`config.mk`:
```
export PLATFORM = sky130hd
export DESIGN_NAME = mono_expand_port
export DESIGN_NICKNAME = d
export VERILOG_FILES = /design/src/rtl/mxp_pkg.sv /design/src/rtl/mxp_ctrl.sv /design/src/rtl/mxp_unpack.sv /design/src/rtl/mxp_expand.sv /design/src/rtl/mono_expand_port.sv
export SDC_FILE = /design/constraint.sdc
export NUM_CORES = 1
export LEC_CHECK = 0
export CAP_MARGIN = 20
export CORE_ASPECT_RATIO = 0.6
export CORE_MARGIN = 10
export CORE_UTILIZATION = 35
export DETAILED_ROUTE_END_ITERATION = 6
export MAX_ROUTING_LAYER = met4
export SYNTH_ARGS = -nofsm -noshare
export SYNTH_HDL_FRONTEND = slang
export SYNTH_SLANG_ARGS = --single-unit
export TNS_END_PERCENT = 5
```
`constraint.sdc`:
```
create_clock -name clk -period 11.7 [get_ports clk]
set_input_delay 2.925 -clock clk [delete_from_list [all_inputs] [get_ports clk]]
set_output_delay 2.925 -clock clk [all_outputs]
set_load 0.005 [all_outputs]
```
`src/rtl/mxp_pkg.sv`:
```
package mxp_pkg;
  localparam int unsigned BYTE_BITS = 8;
  localparam int unsigned PIX_BITS  = 8;
  typedef logic [PIX_BITS-1:0]  pix_t;
  typedef logic [BYTE_BITS-1:0] src_byte_t;
endpackage

```
`src/rtl/mxp_ctrl.sv`:
```
module mxp_ctrl #(
  parameter int unsigned DIM_W  = 12,
  parameter int unsigned CNT_W  = 2 * DIM_W
) (
  input  logic             clk,
  input  logic             rst_n,
  input  logic             start_i,
  input  logic [DIM_W-1:0] rect_w_i,
  input  logic [DIM_W-1:0] rect_h_i,
  input  logic             src_valid_i,
  input  logic             up_in_ready_i,
  input  logic             up_empty_i,
  input  logic             exp_idle_i,
  output logic             src_ready_o,
  output logic             up_valid_o,
  output logic             launch_o,
  output logic             busy_o
);
  logic             busy_q;
  logic [CNT_W-1:0] total_q;
  logic [CNT_W-1:0] taken_q;
  logic [CNT_W-1:0] row_bytes_c, all_bytes_c, words_c, total_c;
  logic             more_words;
  logic             finish;

  // word count: bytes per row rounded up, words rounded up, then to even
  always_comb begin
    row_bytes_c = (CNT_W'(rect_w_i) + CNT_W'(7)) >> 3;
    all_bytes_c = row_bytes_c * CNT_W'(rect_h_i);
    words_c     = (all_bytes_c + CNT_W'(3)) >> 2;
    total_c     = words_c + CNT_W'(words_c[0]);
  end

  assign launch_o    = start_i && !busy_q;
  assign more_words  = busy_q && (taken_q != total_q);
  assign up_valid_o  = src_valid_i && more_words;
  assign src_ready_o = more_words && up_in_ready_i;
  assign finish      = busy_q && (taken_q == total_q) && up_empty_i && exp_idle_i;
  assign busy_o      = busy_q;

  always_ff @(posedge clk) begin
    if (!rst_n) begin
      busy_q  <= 1'b0;
      total_q <= '0;
      taken_q <= '0;
    end else if (launch_o) begin
      busy_q  <= 1'b1;
      total_q <= total_c;
      taken_q <= '0;
    end else begin
      if (src_valid_i && src_ready_o) taken_q <= taken_q + CNT_W'(1);
      if (finish) busy_q <= 1'b0;
    end
  end

  p_launch_busy_r2: assert property (@(posedge clk) disable iff (!rst_n)
    launch_o |=> busy_q);
  p_busy_start_ignored_r2: assert property (@(posedge clk) disable iff (!rst_n)
    (busy_q && start_i && !finish) |=> (busy_q && $stable(total_q)));
  p_word_bound_r8: assert property (@(posedge clk) disable iff (!rst_n)
    taken_q <= total_q);
  p_even_total_r8: assert property (@(posedge clk) disable iff (!rst_n)
    busy_q |-> !total_q[0]);
endmodule

```
`src/rtl/mxp_unpack.sv`:
```
module mxp_unpack
  import mxp_pkg::*;
#(
  parameter int unsigned WORD_W = 32
) (
  input  logic              clk,
  input  logic              rst_n,
  input  logic              flush_i,
  input  logic              in_valid_i,
  output logic              in_ready_o,
  input  logic [WORD_W-1:0] in_data_i,
  output logic              out_valid_o,
  input  logic              out_ready_i,
  output src_byte_t         out_byte_o,
  output logic              empty_o
);
  localparam int unsigned LANES = WORD_W / BYTE_BITS;
  localparam int unsigned IDX_W = (LANES > 1) ? $clog2(LANES) : 1;

  logic [WORD_W-1:0] word_q;
  logic              full_q;
  logic [IDX_W-1:0]  idx_q;
  src_byte_t         lane [LANES];
  logic              last_lane;
  logic              out_fire, in_fire;

  for (genvar g = 0; g < LANES; g++) begin : g_lane
    assign lane[g] = word_q[g*BYTE_BITS +: BYTE_BITS];
  end

  assign last_lane   = (idx_q == IDX_W'(LANES - 1));
  assign out_valid_o = full_q;
  assign out_byte_o  = lane[idx_q];
  assign out_fire    = full_q && out_ready_i;
  assign in_ready_o  = !full_q || (out_fire && last_lane);
  assign in_fire     = in_valid_i && in_ready_o;
  assign empty_o     = !full_q;

  always_ff @(posedge clk) begin
    if (!rst_n || flush_i) begin
      full_q <= 1'b0;
      idx_q  <= '0;
      word_q <= '0;
    end else begin
      if (out_fire) begin
        if (last_lane) begin
          full_q <= 1'b0;
          idx_q  <= '0;
        end else begin
          idx_q <= idx_q + IDX_W'(1);
        end
      end
      if (in_fire) begin
        full_q <= 1'b1;
        word_q <= in_data_i;
        idx_q  <= '0;
      end
    end
  end

  p_lane_step_r3: assert property (@(posedge clk) disable iff (!rst_n || flush_i)
    (out_fire && !last_lane) |=> (full_q && idx_q == $past(idx_q) + IDX_W'(1)));
  p_first_lane_r3: assert property (@(posedge clk) disable iff (!rst_n || flush_i)
    in_fire |=> (full_q && idx_q == '0));
endmodule

```
`src/rtl/mxp_expand.sv`:
```
module mxp_expand
  import mxp_pkg::*;
#(
  parameter int unsigned DIM_W   = 12,
  parameter int unsigned ADDR_W  = 24,
  parameter int unsigned PITCH_W = 16
) (
  input  logic               clk,
  input  logic               rst_n,
  input  logic               launch_i,
  input  logic [ADDR_W-1:0]  base_i,
  input  logic [PITCH_W-1:0] pitch_i,
  input  logic [DIM_W-1:0]   width_i,
  input  logic [DIM_W-1:0]   height_i,
  input  pix_t               fg_i,
  input  pix_t               bg_i,
  input  logic               in_valid_i,
  output logic               in_ready_o,
  input  src_byte_t          in_byte_i,
  output logic               pix_valid_o,
  input  logic               pix_ready_i,
  output logic [ADDR_W-1:0]  pix_addr_o,
  output pix_t               pix_data_o,
  output logic               idle_o
);
  localparam int unsigned BIT_W = $clog2(BYTE_BITS);

  src_byte_t          byte_q;
  logic               hold_q;
  logic               done_q;
  logic [BIT_W-1:0]   bit_q;
  logic [DIM_W-1:0]   col_q;
  logic [DIM_W-1:0]   rows_left_q;
  logic [DIM_W-1:0]   width_q;
  logic [ADDR_W-1:0]  row_base_q;
  logic [PITCH_W-1:0] pitch_q;
  pix_t               fg_q, bg_q;

  logic pix_fire, row_end, byte_end, finishing, in_fire, src_bit;

  assign src_bit     = byte_q[BIT_W'(BYTE_BITS - 1) - bit_q];
  assign pix_valid_o = hold_q;
  assign pix_addr_o  = row_base_q + ADDR_W'(col_q);
  assign pix_data_o  = src_bit ? fg_q : bg_q;
  assign pix_fire    = hold_q && pix_ready_i;
  assign row_end     = (col_q == width_q - DIM_W'(1));
  assign byte_end    = row_end || (bit_q == BIT_W'(BYTE_BITS - 1));
  assign finishing   = pix_fire && row_end && (rows_left_q == DIM_W'(1));
  assign in_ready_o  = !hold_q || (pix_fire && byte_end);
  assign in_fire     = in_valid_i && in_ready_o;
  assign idle_o      = !hold_q;

  always_ff @(posedge clk) begin
    if (!rst_n) begin
      hold_q      <= 1'b0;
      done_q      <= 1'b1;
      byte_q      <= '0;
      bit_q       <= '0;
      col_q       <= '0;
      rows_left_q <= '0;
      width_q     <= '0;
      row_base_q  <= '0;
      pitch_q     <= '0;
      fg_q        <= '0;
      bg_q        <= '0;
    end else if (launch_i) begin
      hold_q      <= 1'b0;
      done_q      <= (width_i == '0) || (height_i == '0);
      bit_q       <= '0;
      col_q       <= '0;
      rows_left_q <= height_i;
      width_q     <= width_i;
      row_base_q  <= base_i;
      pitch_q     <= pitch_i;
      fg_q        <= fg_i;
      bg_q        <= bg_i;
    end else begin
      if (pix_fire) begin
        if (row_end) begin
          col_q       <= '0;
          bit_q       <= '0;
          row_base_q  <= row_base_q + ADDR_W'(pitch_q);
          rows_left_q <= rows_left_q - DIM_W'(1);
          if (rows_left_q == DIM_W'(1)) done_q <= 1'b1;
        end else begin
          col_q <= col_q + DIM_W'(1);
          bit_q <= bit_q + BIT_W'(1);
        end
        if (byte_end) hold_q <= 1'b0;
      end
      // bytes arriving once the rectangle is complete are sunk
      if (in_fire && !done_q && !finishing) begin
        hold_q <= 1'b1;
        byte_q <= in_byte_i;
      end
    end
  end

  p_pix_hold_r9: assert property (@(posedge clk) disable iff (!rst_n)
    (pix_valid_o && !pix_ready_i && !launch_i) |=>
      (pix_valid_o && $stable(pix_addr_o) && $stable(pix_data_o)));
  p_col_in_rect_r5: assert property (@(posedge clk) disable iff (!rst_n)
    hold_q |-> (col_q < width_q));
  p_no_write_done_r7: assert property (@(posedge clk) disable iff (!rst_n)
    done_q |-> !pix_valid_o);
  p_row_start_aligned_r5: assert property (@(posedge clk) disable iff (!rst_n)
    (pix_fire && row_end && !launch_i) |=> (bit_q == '0 && col_q == '0));
endmodule

```
`src/rtl/mono_expand_port.sv`:
```
module mono_expand_port
  import mxp_pkg::*;
#(
  parameter int unsigned DIM_W   = 12,
  parameter int unsigned ADDR_W  = 24,
  parameter int unsigned PITCH_W = 16,
  parameter int unsigned WORD_W  = 32
) (
  input  logic               clk,
  input  logic               rst_n,
  input  logic               start_i,
  input  logic [ADDR_W-1:0]  dst_base_i,
  input  logic [PITCH_W-1:0] dst_pitch_i,
  input  logic [DIM_W-1:0]   rect_w_i,
  input  logic [DIM_W-1:0]   rect_h_i,
  input  logic [7:0]         fg_i,
  input  logic [7:0]         bg_i,
  output logic               busy_o,
  input  logic               src_valid_i,
  output logic               src_ready_o,
  input  logic [WORD_W-1:0]  src_data_i,
  output logic               pix_valid_o,
  input  logic               pix_ready_i,
  output logic [ADDR_W-1:0]  pix_addr_o,
  output logic [7:0]         pix_data_o
);
  localparam int unsigned CNT_W = 2 * DIM_W;

  logic      up_valid, up_in_ready, up_empty;
  logic      byte_valid, byte_ready;
  src_byte_t byte_data;
  logic      exp_idle, launch;
  pix_t      pix_data;

  mxp_ctrl #(.DIM_W(DIM_W), .CNT_W(CNT_W)) u_ctrl (
    .clk           (clk),
    .rst_n         (rst_n),
    .start_i       (start_i),
    .rect_w_i      (rect_w_i),
    .rect_h_i      (rect_h_i),
    .src_valid_i   (src_valid_i),
    .up_in_ready_i (up_in_ready),
    .up_empty_i    (up_empty),
    .exp_idle_i    (exp_idle),
    .src_ready_o   (src_ready_o),
    .up_valid_o    (up_valid),
    .launch_o      (launch),
    .busy_o        (busy_o)
  );

  mxp_unpack #(.WORD_W(WORD_W)) u_unpack (
    .clk         (clk),
    .rst_n       (rst_n),
    .flush_i     (launch),
    .in_valid_i  (up_valid),
    .in_ready_o  (up_in_ready),
    .in_data_i   (src_data_i),
    .out_valid_o (byte_valid),
    .out_ready_i (byte_ready),
    .out_byte_o  (byte_data),
    .empty_o     (up_empty)
  );

  mxp_expand #(.DIM_W(DIM_W), .ADDR_W(ADDR_W), .PITCH_W(PITCH_W)) u_expand (
    .clk         (clk),
    .rst_n       (rst_n),
    .launch_i    (launch),
    .base_i      (dst_base_i),
    .pitch_i     (dst_pitch_i),
    .width_i     (rect_w_i),
    .height_i    (rect_h_i),
    .fg_i        (fg_i),
    .bg_i        (bg_i),
    .in_valid_i  (byte_valid),
    .in_ready_o  (byte_ready),
    .in_byte_i   (byte_data),
    .pix_valid_o (pix_valid_o),
    .pix_ready_i (pix_ready_i),
    .pix_addr_o  (pix_addr_o),
    .pix_data_o  (pix_data),
    .idle_o      (exp_idle)
  );

  assign pix_data_o = pix_data;

  p_quiet_idle_r8: assert property (@(posedge clk) disable iff (!rst_n)
    !busy_o |-> (!pix_valid_o && !src_ready_o));
  p_reset_state_r1: assert property (@(posedge clk)
    $past(!rst_n) |-> (!busy_o && !pix_valid_o && !src_ready_o));
endmodule

```
==> results of run 1 <==
==> power groups by stage <==
stage | Combinational, µW | Sequential, µW | Clock (µW)
2_1_floorplan | 1520 | 728 | 0
3_3_place_gp | 1950 | 744 | 0
3_5_place_dp | 1970 | 745 | 0
4_1_cts | 1990 | 731 | 599
5_1_grt | 2280 | 737 | 628
6_report | 2010 | 731 | 587
==> worst min path at each step <==
stage	end	depth (start not counted)	from
final	u_expand.bg_q[1]	2	u_expand.bg_q[1]
after CTS	u_expand.bg_q[1]	2	u_expand.bg_q[1]
after global placement	u_expand.bg_q[3]	2	u_expand.bg_q[3]
after floorplan	u_expand.bg_q[0]	2	u_expand.bg_q[0]
after global routing	u_expand.bg_q[2]	2	u_expand.bg_q[2]
after detailed placement	u_expand.bg_q[1]	2	u_expand.bg_q[1]
==> critical path, delay by kind of cell <==
kind | cells | cell delay (ns)
adders and majority gates | 6 | 3.11
muxes | 1 | 0.25
and+or+nand+nor | 9 | 3.00
AOI/OAI and AO/OA | 5 | 1.50
buffers and inverters | 4 | 0.69
==> through the flow <==
stage	power, µW	area (µm²)
2_1_floorplan	2245	14900
3_3_place_gp	2693	16880
3_5_place_dp	2711	16880
4_1_cts	3315	17470
5_1_grt	3641	17480
6_report	3328	17490
==> final cells by class <==
class                           count  area, µm²  area share
Antenna cell                        2      5.005   0.0002862
Multi-Input combinational cell   1408      10390      0.5939
Timing Repair Buffer              168       1639     0.09373
Clock inverter                     14      148.9    0.008515
Sequential cell                   187       3744      0.2141
Tap cell                          570      713.2     0.04078
Inverter                          110      412.9     0.02361
Clock buffer                       18      439.2     0.02511
==> routing by layer <==
| layer | vias to the layer above | GRT usage | part of all wire |
|---|---|---|---|
| li1 | 6368 | - | - |
| met5 | - | - | 0 |
| met4 | 0 | 0.02918 | 0.012 |
| met3 | 31 | 0.02141 | 0.034 |
| met2 | 249 | 0.2490 | 0.43 |
| met1 | 6323 | 0.2367 | 0.52 |
==> registers in the layout (all words and copies together) (netlist names) <==
signal / flops
u_expand.col_q: 12
u_expand.pix_valid_o: 1
u_expand.fg_q: 8
u_expand.width_q: 12
u_expand.rows_left_q: 12
u_expand.done_q: 1
u_unpack.idx_q: 2
u_expand.bit_q: 3
u_expand.pitch_q: 16
u_ctrl.taken_q: 24
u_expand.row_base_q: 24
u_expand.byte_q: 8
u_ctrl.busy_o: 1
u_expand.bg_q: 8
u_unpack.word_q: 32
u_unpack.out_valid_o: 1
u_ctrl.total_q: 22
==> kinds of logic (layout without fill, tap and decap cells) <==
family | after synthesis | in the layout
AND/OR/NAND/NOR | 726 | 726
AO/OA/AOI/OAI | 300 | 300
buffers and inverters | 201 | 310
flip-flops | 187 | 187
adder cells (fa/ha/maj) | 182 | 182
XOR/XNOR | 139 | 139
multiplexers | 61 | 61
other | 0 | 2
==> placed cells by master, fill, tap and decap left out, types with 37 or more instances in the layout <==
master / n
clkdlybuf4s50_1: 151
fa_1: 82
and2_1: 48
o21ai_0: 62
nor2_1: 152
nor2b_1: 37
xnor2_1: 79
dfxtp_1: 187
xor2_1: 60
mux2i_1: 42
nand3_1: 50
a21oi_1: 101
inv_1: 109
ha_1: 100
nand2_1: 248
==> results.yml, run 1 <==
drt:
  ant_nets: 0
  first_pass_iters: 5
  wire_per_inst_um: 16.80
  viasPerCell: 5.237
  drc: 0
  wl_mm: 41.60
  dr_total_vias: 12971
  initialDrtViolationCount: 890
yosys:
  ys_warn_count: 0
  ys_async_sr_fraction: 0
  synth.most_common_cell: "nand2_1"
  syn-instance-count: 1796
  synth_top_family_by_area: "simple AND/OR/NAND/NOR gates"
  synth-xor-area-share: 0.08172
  ys_types: 75
  avgSynthCellArea_um2: 8.294
  synth_flop_cell: "dfxtp_1"
  synth_seq_cells: 187
  synth_common_cells: "249 x nand2_1, 187 x dfxtp_1, 152 x nor2_1"
  yosys.area.top_type: "dfxtp_1"
  synth.area.top_cells: "dfxtp_1 25%, fa_1 11%, ha_1 8.4%"
  muxShareOfSynthArea: 0.05014
  synth-edff-count: 0
  synthAdderAreaFrac: 0.1942
  synth_nets: 2095
  synth_area_um2: 14900
  yosysSeqAreaShare: 0.2513
  synth-compound-area-share: 0.1303
  yosysTopAreaCellShare: 0.2513
  yosys.area_share.simple: 0.2396
finish:
  syn_to_final_growth_pct: 17.39
  layout-drive-gt1-share: 0.04829
  nets: 2191
  fin_cells: 2477
  utilization: 0.4169
  fillers: 4247
worst_setup_path:
  startpoint: "rect_w_i[0]"
  cp_slowest_cell: "nor4_1"
  start_kind: "primary input"
  rrSetupSlack_ns: 7.63
  crit_type: "in2reg"
  cp_common_cell: "fa_1"
  required_ns: 12.09
  cp-endpoint: "u_ctrl.total_q[16]"
  reg2regPathDepth: 10
  worstPathArrival_ns: 11.49
  r2r-start: "u_expand.width_q[2]"
  worst-path-max-fanout: 13
  max_stage_delay_ns: 0.59
  crit_path_end_kind: "register"
  rr_endpoint: "u_expand.byte_q[2]"
placement:
  dp_worst_setup_slack_ns: 0.3660
  dpl.cell_count: 2441
  gp_congestion: 0.8737
  dp_hpwl_mm: 32.40
  io_buffers: 151
sta:
  setup_viol: 0
  min_period_ns: 11.10
  worst_slew_pin_slew_ns: 0.9973
  fin_ws_ns: 0.6044
  maxSlewViolCount: 0
  relSlewSlack: 0.3327
  fmax_ghz: 0.09013
  finalHoldViolCount: 0
  skew_ns: 0.01073
  tns_ns: 0
  min_period_over_period: 0.9483
  rsz0062_at_grt: "no"
  holdWs_ns: 0.4553
power:
  seq_power_share: 0.220
  power_switching_uw: 1531
  power_frac_comb: 0.604
  swShare: 0.4601
  clockPowerShare: 0.176
  p_int_uw: 1797
  p_leak_uw: 0.007218
  pwr_density_cell_nw_per_um2: 190.3
  vdd.ir_drop.worst_v: 0.0001746
cts:
  cts_buffers: 17
  clock_path_buffers: 2
  postCtsHoldBufs: 0
  h-tree-depth: 4
  tritoncts: "done"
  clk_latency_ns: 0.44
  clock-root-buffer: "clkbuf_16"
  clkSinkCount: 187
  path_clk_slew_ns: 0.08
  post_cts_buffers: 0
  post_cts.resized_instances: 0
global_route:
  antenna_found_initial: 1
  first_global_vias: 12996
  grt_max_degree: 83
  grt_pass1_wl_mm: 69.09
  grt_usage: 0.1660
  grt_overflow: 0
die:
  die_h_um: 179.8
  ios: 152
  die_area_um2: 51490
  core_um2: 41950
  rows: 58
  die_width_um: 286.3
  initial_core_util: 0.3551
run_status:
  outcome: "finished clean"
worst_hold_path:
  hp-class: "reg2reg"
job:
  cap_violations: 0
(Power assumes the default switching activity.)
==> run 2: changes to the inputs <==
ABC_CLOCK_PERIOD_IN_PS = 11700   (was not set)
==> results of run 2 <==
The final DEF is identical to that of run 1; final timing and power are the same.
